File: src/rtl/leg_guard_pkg.sv
package leg_guard_pkg;
  typedef enum logic [1:0] {
    ST_OFF   = 2'd0,
    ST_HI    = 2'd1,
    ST_LO    = 2'd2,
    ST_BLANK = 2'd3
  } leg_state_e;

  localparam int unsigned CFG_W = 8;
endpackage

File: src/rtl/leg_guard_rstsync.sv
module leg_guard_rstsync #(
  parameter int unsigned STAGES = 2
) (
  input  logic clk,
  input  logic rst_n,
  output logic rst_sync_n
);
  logic [STAGES-1:0] sync_q;

  always_ff @(posedge clk or negedge rst_n) begin
    if (!rst_n) sync_q <= '0;
    else        sync_q <= {sync_q[STAGES-2:0], 1'b1};
  end

  assign rst_sync_n = sync_q[STAGES-1];
endmodule

File: src/rtl/leg_guard_filter.sv
module leg_guard_filter #(
  parameter int unsigned W = 8
) (
  input  logic         clk,
  input  logic         rst_n,
  input  logic         cmd,
  input  logic [W-1:0] minw_cfg,
  output logic         qual,
  output logic         drop
);
  localparam logic [W-1:0] CNT_MAX = {W{1'b1}};

  logic [W-1:0] cnt_q, cnt_d;
  logic [W-1:0] lat_q;
  logic [W-1:0] eff_w;
  logic         idle;
  logic         lat_en;
  logic         drop_q, drop_d;

  assign idle   = (cnt_q == '0);
  assign lat_en = idle;
  // width limit: fresh value while idle, frozen once a pulse is counting
  assign eff_w  = idle ? minw_cfg : lat_q;
  assign qual   = cmd && (cnt_q >= eff_w);

  always_comb begin
    if (!cmd)                 cnt_d = '0;
    else if (cnt_q != CNT_MAX) cnt_d = cnt_q + 1'b1;
    else                      cnt_d = cnt_q;
    drop_d = !cmd && !idle && (cnt_q < lat_q);
  end

  always_ff @(posedge clk or negedge rst_n) begin
    if (!rst_n) begin
      cnt_q  <= '0;
      drop_q <= 1'b0;
    end else begin
      cnt_q  <= cnt_d;
      drop_q <= drop_d;
    end
  end

  always_ff @(posedge clk or negedge rst_n) begin
    if (!rst_n)      lat_q <= '0;
    else if (lat_en) lat_q <= minw_cfg;
  end

  assign drop = drop_q;
endmodule

File: src/rtl/leg_guard_fsm.sv
module leg_guard_fsm
  import leg_guard_pkg::*;
#(
  parameter int unsigned W = 8
) (
  input  logic         clk,
  input  logic         rst_n,
  input  logic         want_hi,
  input  logic         want_lo,
  input  logic [W-1:0] dead_cfg,
  output leg_state_e   state
);
  leg_state_e   state_q, state_d;
  logic         tgt_q, tgt_d;      // 0 = upper, 1 = lower
  logic [W-1:0] dcnt_q, dcnt_d;
  logic         tgt_want, oth_want;

  assign tgt_want = tgt_q ? want_lo : want_hi;
  assign oth_want = tgt_q ? want_hi : want_lo;

  always_comb begin
    state_d = state_q;
    tgt_d   = tgt_q;
    dcnt_d  = dcnt_q;
    unique case (state_q)
      ST_OFF: begin
        if (want_hi || want_lo) begin
          if (dead_cfg == '0) state_d = want_lo ? ST_LO : ST_HI;
          else begin
            state_d = ST_BLANK;
            tgt_d   = want_lo;
            dcnt_d  = dead_cfg;
          end
        end
      end
      ST_HI: begin
        if (!want_hi) begin
          if (!want_lo)             state_d = ST_OFF;
          else if (dead_cfg == '0)  state_d = ST_LO;
          else begin
            state_d = ST_BLANK;
            tgt_d   = 1'b1;
            dcnt_d  = dead_cfg;
          end
        end
      end
      ST_LO: begin
        if (!want_lo) begin
          if (!want_hi)             state_d = ST_OFF;
          else if (dead_cfg == '0)  state_d = ST_HI;
          else begin
            state_d = ST_BLANK;
            tgt_d   = 1'b0;
            dcnt_d  = dead_cfg;
          end
        end
      end
      ST_BLANK: begin
        if (tgt_want) begin
          if (dcnt_q <= 1) state_d = tgt_q ? ST_LO : ST_HI;
          else             dcnt_d  = dcnt_q - 1'b1;
        end else if (oth_want) begin
          if (dead_cfg == '0) state_d = tgt_q ? ST_HI : ST_LO;
          else begin
            tgt_d  = !tgt_q;
            dcnt_d = dead_cfg;
          end
        end else begin
          state_d = ST_OFF;
        end
      end
      default: state_d = ST_OFF;
    endcase
  end

  always_ff @(posedge clk or negedge rst_n) begin
    if (!rst_n) begin
      state_q <= ST_OFF;
      tgt_q   <= 1'b0;
      dcnt_q  <= '0;
    end else begin
      state_q <= state_d;
      tgt_q   <= tgt_d;
      dcnt_q  <= dcnt_d;
    end
  end

  assign state = state_q;
endmodule

File: src/rtl/leg_guard.sv
module leg_guard
  import leg_guard_pkg::*;
#(
  parameter int unsigned W = CFG_W
) (
  input  logic         clk,
  input  logic         rst_n,
  input  logic         cmd_hi,
  input  logic         cmd_lo,
  input  logic [W-1:0] dead_cfg,
  input  logic [W-1:0] minw_cfg,
  output logic         gate_hi,
  output logic         gate_lo,
  output logic         fault_both,
  output logic         drop_narrow
);
  localparam int unsigned NCH = 2;

  logic             rst_i_n;
  logic [NCH-1:0]   cmd_v, qual_v, drop_v;
  logic             want_hi, want_lo;
  logic             both_on, both_q, fault_q;
  leg_state_e       state;

  leg_guard_rstsync #(.STAGES(2)) u_rst (
    .clk(clk), .rst_n(rst_n), .rst_sync_n(rst_i_n)
  );

  assign cmd_v = {cmd_lo, cmd_hi};

  for (genvar g = 0; g < NCH; g++) begin : g_ch
    leg_guard_filter #(.W(W)) u_filt (
      .clk(clk), .rst_n(rst_i_n), .cmd(cmd_v[g]),
      .minw_cfg(minw_cfg), .qual(qual_v[g]), .drop(drop_v[g])
    );
  end

  assign both_on = cmd_hi && cmd_lo;
  assign want_hi = qual_v[0] && !cmd_lo;
  assign want_lo = qual_v[1] && !cmd_hi;

  leg_guard_fsm #(.W(W)) u_fsm (
    .clk(clk), .rst_n(rst_i_n), .want_hi(want_hi), .want_lo(want_lo),
    .dead_cfg(dead_cfg), .state(state)
  );

  always_ff @(posedge clk or negedge rst_i_n) begin
    if (!rst_i_n) begin
      both_q  <= 1'b0;
      fault_q <= 1'b0;
    end else begin
      both_q  <= both_on;
      fault_q <= both_on && !both_q;
    end
  end

  // turn-off is immediate: the live command gates the registered state
  assign gate_hi     = (state == ST_HI) && cmd_hi && !cmd_lo;
  assign gate_lo     = (state == ST_LO) && cmd_lo && !cmd_hi;
  assign fault_both  = fault_q;
  assign drop_narrow = |drop_v;
endmodule

File: config.mk
export PLATFORM = sky130hd
export DESIGN_NAME = leg_guard
export DESIGN_NICKNAME = d
export VERILOG_FILES = /design/src/rtl/leg_guard_pkg.sv /design/src/rtl/leg_guard_rstsync.sv /design/src/rtl/leg_guard_filter.sv /design/src/rtl/leg_guard_fsm.sv /design/src/rtl/leg_guard.sv
export SDC_FILE = /design/constraint.sdc
export NUM_CORES = 1
export LEC_CHECK = 0
export CAP_MARGIN = 20
export CORE_MARGIN = 2
export CORE_UTILIZATION = 58
export CTS_BUF_LIST = sky130_fd_sc_hd__clkbuf_4 sky130_fd_sc_hd__clkbuf_8
export CTS_CLUSTER_DIAMETER = 50
export DETAILED_ROUTE_END_ITERATION = 7
export DONT_BUFFER_PORTS = 1
export PLACE_DENSITY = 0.84
export SYNTH_ARGS = -nofsm -noshare
export SYNTH_HDL_FRONTEND = slang
export SYNTH_SLANG_ARGS = --single-unit
File: constraint.sdc
create_clock -name clk -period 2.1 [get_ports clk]
set_input_delay 0.105 -clock clk [delete_from_list [all_inputs] [get_ports clk]]
set_output_delay 0.105 -clock clk [all_outputs]
set_load 0.1 [all_outputs]
* Word level (Yosys, flattened, before mapping)
Index checks and enable logic that the tools add are counted.
Operators by class: magnitude comparators 5, $add $sub $neg 3, equal/unequal tests 22, muxes and demuxes 46, reduce and logical (&&, ||, !) cells 29
Operators with widths (count):
- two-way mux 8 bit | 15
- case mux 8 bit (4 select lines) | 1
- two-way mux 2 bit | 14
- logical NOT 8 bit | 3
- adder 8 x 1 -> 8 bit (second input constant) | 2
- >= comparator 8 bit | 2
- < comparator 8 bit | 2
- != test 8 bit (second input constant) | 2
- logical AND 1 bit | 14
- two-way mux 1 bit | 14
- != test 2 bit (second input constant) | 7
- != test 2 x 1 -> 1 bit (second input constant) | 6
- AND reduction 11 bit | 1
- less-or-equal comparator 8 x 1 -> 1 bit (second input constant) | 1
- case mux 2 bit (4 select lines) | 1
- subtractor 8 x 1 -> 8 bit (second input constant) | 1
- AND reduction 7 bit | 1
- logical NOT 1 bit | 6
- != test 3 bit (second input constant) | 2
- AND reduction 5 bit | 1
- == test 2 bit (second input constant) | 2
- != test 4 x 3 -> 1 bit (second input constant) | 1
- case mux 1 bit (4 select lines) | 1
- != test 3 x 1 -> 1 bit (second input constant) | 1
- other kinds (4) | 4
Storage, ports and cells: flip-flop bits (word level) 49, output and inout bits 4, input bits 20, word-level logic and storage cells 117

* Longest topological paths before layout
word-level depth 9, mapped depth 15, mapped depth without buffers 14

* Cells and area by module
From an unflattened synthesis, not the netlist that was laid out.
Unflattened totals: cells, all modules 349, area, all modules 3419.5 um2
Modules (own cells, without submodules):
- leg_guard_filter | times used 2, cells each 111, seq. area each 425.4 um2, area each 1144.8 um2
- leg_guard_fsm | times used 1, cells each 115, seq. area each 275.3 um2, area each 960.9 um2
- leg_guard | times used 1, cells each 9, seq. area each 50.0 um2, area each 115.1 um2
- leg_guard_rstsync | times used 1, cells each 3, seq. area each 50.0 um2, area each 53.8 um2

* Worst setup path before layout
OpenSTA, ideal clock, no wires.
kind reg2out, start register u_fsm.state_q[0] (netlist: u_fsm.state[0]), end output gate_hi, slack -1.871 ns, path buffers 2, data arrival time 3.866 ns, stages on the path, launching flop included 4, required time 1.995 ns, path through dfrtp_1 -> buf_4 -> clkbuf_1 -> nor4b_1
Between the ends: longest elaborated chain between the ends 3
Ends and longest elaborated chain:
- start: declaration | RTL line leg_guard_fsm.sv:13 | leg_state_e state_q, state_d;
- start signal: assignment | RTL line leg_guard_fsm.sv:82 | state_q <= state_d;
- == test 2 x 1 -> 1 bit | RTL line leg_guard.sv:58 | assign gate_hi = (state == ST_HI) && cmd_hi && !cmd_lo;
- logical AND 1 bit (2 in a row) | RTL line leg_guard.sv:58
- end: declaration | RTL line leg_guard.sv:12 | output logic gate_hi,
Every way passes these cells.

* Worst setup path in the final report
start register g_ch[1].u_filt.cnt_q[1], end register u_fsm.dcnt_q[3]
Between the ends: longest elaborated chain between the ends 8
Ends and longest elaborated chain:
- start: declaration | RTL line leg_guard_filter.sv:13 | logic [W-1:0] cnt_q, cnt_d;
- start signal: assignment | RTL line leg_guard_filter.sv:38 | cnt_q <= cnt_d;
- logical NOT 8 bit | RTL line leg_guard_filter.sv:20 | assign idle = (cnt_q == '0);
- two-way mux 8 bit | RTL line leg_guard_filter.sv:23 | assign eff_w = idle ? minw_cfg : lat_q;
- >= comparator 8 bit * | RTL line leg_guard_filter.sv:24 | assign qual = cmd && (cnt_q >= eff_w);
- logical AND 1 bit * | RTL line leg_guard_filter.sv:24
- logical AND 1 bit * | RTL line leg_guard.sv:40 | assign want_lo = qual_v[1] && !cmd_hi;
- two-way mux 1 bit (tied with other cells) | RTL line leg_guard_fsm.sv:19 | assign oth_want = tgt_q ? want_hi : want_lo;
- != test 3 x 1 -> 1 bit (no line) (tied with other cells)
- AND reduction 7 bit (no line) or case mux 8 bit (4 select lines) (tied branches)
- end signal: assignment | RTL line leg_guard_fsm.sv:84 | dcnt_q <= dcnt_d;
- end: declaration | RTL line leg_guard_fsm.sv:15 | logic [W-1:0] dcnt_q, dcnt_d;
Mark *: on every way between the ends. The rest lies on a longest branch, timed or not. A chain may end at the register's enable or synchronous reset.

==> flow_summary.toml <==
[die]
die_w_um = 79.10
start_util_pct = 59.76
die_area_mm2 = 0.006256
rows = 27
core_mm2 = 0.005473
dieHeight_um = 79.10
top_level_ports = 24

[critical_path]
cpMaxStageDelayCell = "dfrtp_1"
required_ns = 2.29
end_kind = "flop"
crit_type = "flop to flop"
critPathMaxFanout = 7
cp-start-kind = "flop"
slowest_delay_ns = 0.40
path_cells = "inv_2 > ha_4 > nor4b_4 > nand2_2 > buf_6 > mux2i_4 > ha_2 > buf_4 > a2111oi_4 > nor4_2 > o211a_1 > and3_4 > a311oi_4 > o21ai_4 > a221o_1"
worstPathArrival_ns = 3.69

[detailed_routing]
avgRoutedWirePerCell_um = 19.88
drc_errors = 0
vias_per_cell = 6.121
drtIter0Drc = 341
dr.pass1.iters = 5
num_vias = 3085
wl_um = 10020
final_antenna_net_count = 0

[synthesis]
yosys_register_bits = 49
synth_warnings = 0
yosysTopAreaCell = "dfrtp_1"
avgSynthCellArea_um2 = 9.480
yosysSeqAreaShare_pct = 37.49
syn_inst = 345
synthFlopType = "dfrtp_1"
synth_top_cells_by_area = "dfrtp_1 37%, ha_1 14%, inv_1 4.2%, mux2i_1 3.7%, nor2_1 3.0%"
synth_async_sr_flop_share_pct = 100.0
syn-num-nets = 401
synth_edf_count = 0
synthDominantCellAreaShare_pct = 37.49
synth_cell_type_count = 53
netlist_area_mm2 = 0.003271

[job]
cap_violations = 0

[finish]
nets = 488
fin_cells = 504
final_common_cell = "buf_4"
area_growth_pct = 37.34
final_cell_mix = "61 x buf_4, 48 x dfrtp_1, 32 x inv_1"
diodes = 0
drive_gt1_share_pct = 32.18

[clock_tree]
cts_tree = "yes"
htreeDepth = 2
cts_sinks = 49
numCtsBuffers = 5
clk_pin_slew_worst_paths_ns = 0.09
cts_buffer_depth = 2
insertion_delay_ns = 0.30
cts_root_buf = "clkbuf_8"
cts_hold_buf = 19

[timing]
finalCritPeriodShare_pct = 166.8
skew_ns = 0.007454
setup_violations = 13
fin_tns_setup_ns = -14.15
setup_ws_ns = -1.403
hold_ws_ns = -0.01832
hold_viol_final = 1
maxSlewViolCount = 0
timing.fmax_mhz = 285.5
period_minus_slack_ns = 3.503
max-slew-margin-rel_pct = 42.62
worstMarginPinSlew_ns = 0.8612
rsz0062_at_grt = "true"

[pwr]
ir_drop_uv = 605.2
total_power_mw = 3.521
p_per_area_mw_per_mm2 = 783.9
p_leak_nw = 2.197

[hold_path]
min_path_type = "input pin to flop"

[place]
placed_cells = 466
dp_hpwl_um = 5824
portBuffers = 0
preCtsSetupSlack_ns = -1.324
gp_congestion = 0.8829

[global_route]
grt_max_degree = 35
grt_use_total_pct = 31.01
grt_pass1_vias = 3104
grt_pass1_wl_um = 15020
antenna_found_initial = 0
grt_overflow_total = 0

[status]
status = "finished with violations"
violations = "hold timing, setup timing"
-- area by class of cell --
cell class,count,area [µm²]
timing repair buffer,88,759.5
tap,72,90.09
fill,308,980.9
clock buffer,7,90.09
multi-input combinational,250,2182
sequential,49,1227
inverter,38,142.6
-- per-layer routing --
layer	vias up	global-route usage [%]	routed length [µm]
met2	131	56.19	5361
met5	-	0	0
met3	35	5.455	476
met1	1518	36.20	3835
li1	1401	-	-
met4	0	12.24	348
-- state kept, by name, summed over array words and instances (netlist names) --
signal,count
g_ch.u_filt.lat_q,16
fault_both,1
u_fsm.tgt_q,1
g_ch.u_filt.drop,2
u_rst.sync_q,2
u_fsm.dcnt_q,8
both_q,1
u_fsm.state,2
g_ch.u_filt.cnt_q,16
-- cell families (layout without fill, tap and decap cells) --
family          Yosys count  count (layout)  share of synthesized area (%)
compound gates           68              68                          15.42
xor+xnor                  8               8                          2.142
fa+ha+maj                36              36                          13.77
buf+inv                  46             133                          5.738
flops                    49              49                          37.49
mux                      18              18                          5.738
other cells               1               1                         0.1147
simple gates            119             119                          19.59
-- metrics by stage --
step	util, %	instance area [µm²]
4_1_cts	78.53	4298
5_1_grt	82.08	4492
6_report	82.08	4492
3_5_place_dp	70.21	3842
3_3_place_gp	70.21	3842
2_1_floorplan	-	3359
-- Yosys cell counts (all sizes together), types with 8 or more instances --
library cell  instances
mux2i                12
o21ai                19
nor2                 26
ha                   36
inv                  38
and3                  8
a21oi                15
nand2                24
dfrtp                49
nand3                 8
nor3                 12
-- worst paths after layout --
check,slack (ns),cells after the start,startpoint,end
max in group asynchronous,1.04,1,u_rst.sync_q[1],u_fsm.dcnt_q[5]
worst min-delay path,-0.02,2,minw_cfg[3],g_ch[1].u_filt.lat_q[3]
worst max-delay path,-1.40,15,g_ch[1].u_filt.cnt_q[1],u_fsm.dcnt_q[3]
min in group asynchronous,0.02,1,rst_n,u_rst.sync_q[0]
worst max register to register,-1.40,15,g_ch[1].u_filt.cnt_q[1],u_fsm.dcnt_q[3]
worst min register to register,0.36,0,u_rst.sync_q[1],g_ch[1].u_filt.lat_q[5]
-- power by group --
part / switching [mW] / internal, mW
Combinational: 0.820 / 0.818
Sequential: 0.188 / 1.11
Clock: 0.312 / 0.275
Total: 1.32 / 2.20
-- critical path: cells and delay by family (launching register included) --
kind / cells / cell delay, ns
multiplexers: 1 / 0.20
adder cells (fa/ha/maj): 2 / 0.33
flip-flops: 1 / 0.40
AND/OR/NAND/NOR: 4 / 0.66
buffers and inverters: 3 / 0.43
AO/OA/AOI/OAI: 5 / 1.36
-- timing repair --
item | 4_1_cts | 5_1_grt
cloned | 1 | 0
gates resized for setup | 29 | 34
hold endpoints to repair | 29 | 1
buffers inserted | 6 | 5
pin swaps | 13 | 14
setup endpoints to repair | 11 | 21
No activity file was read; power rests on OpenSTA's default activity.
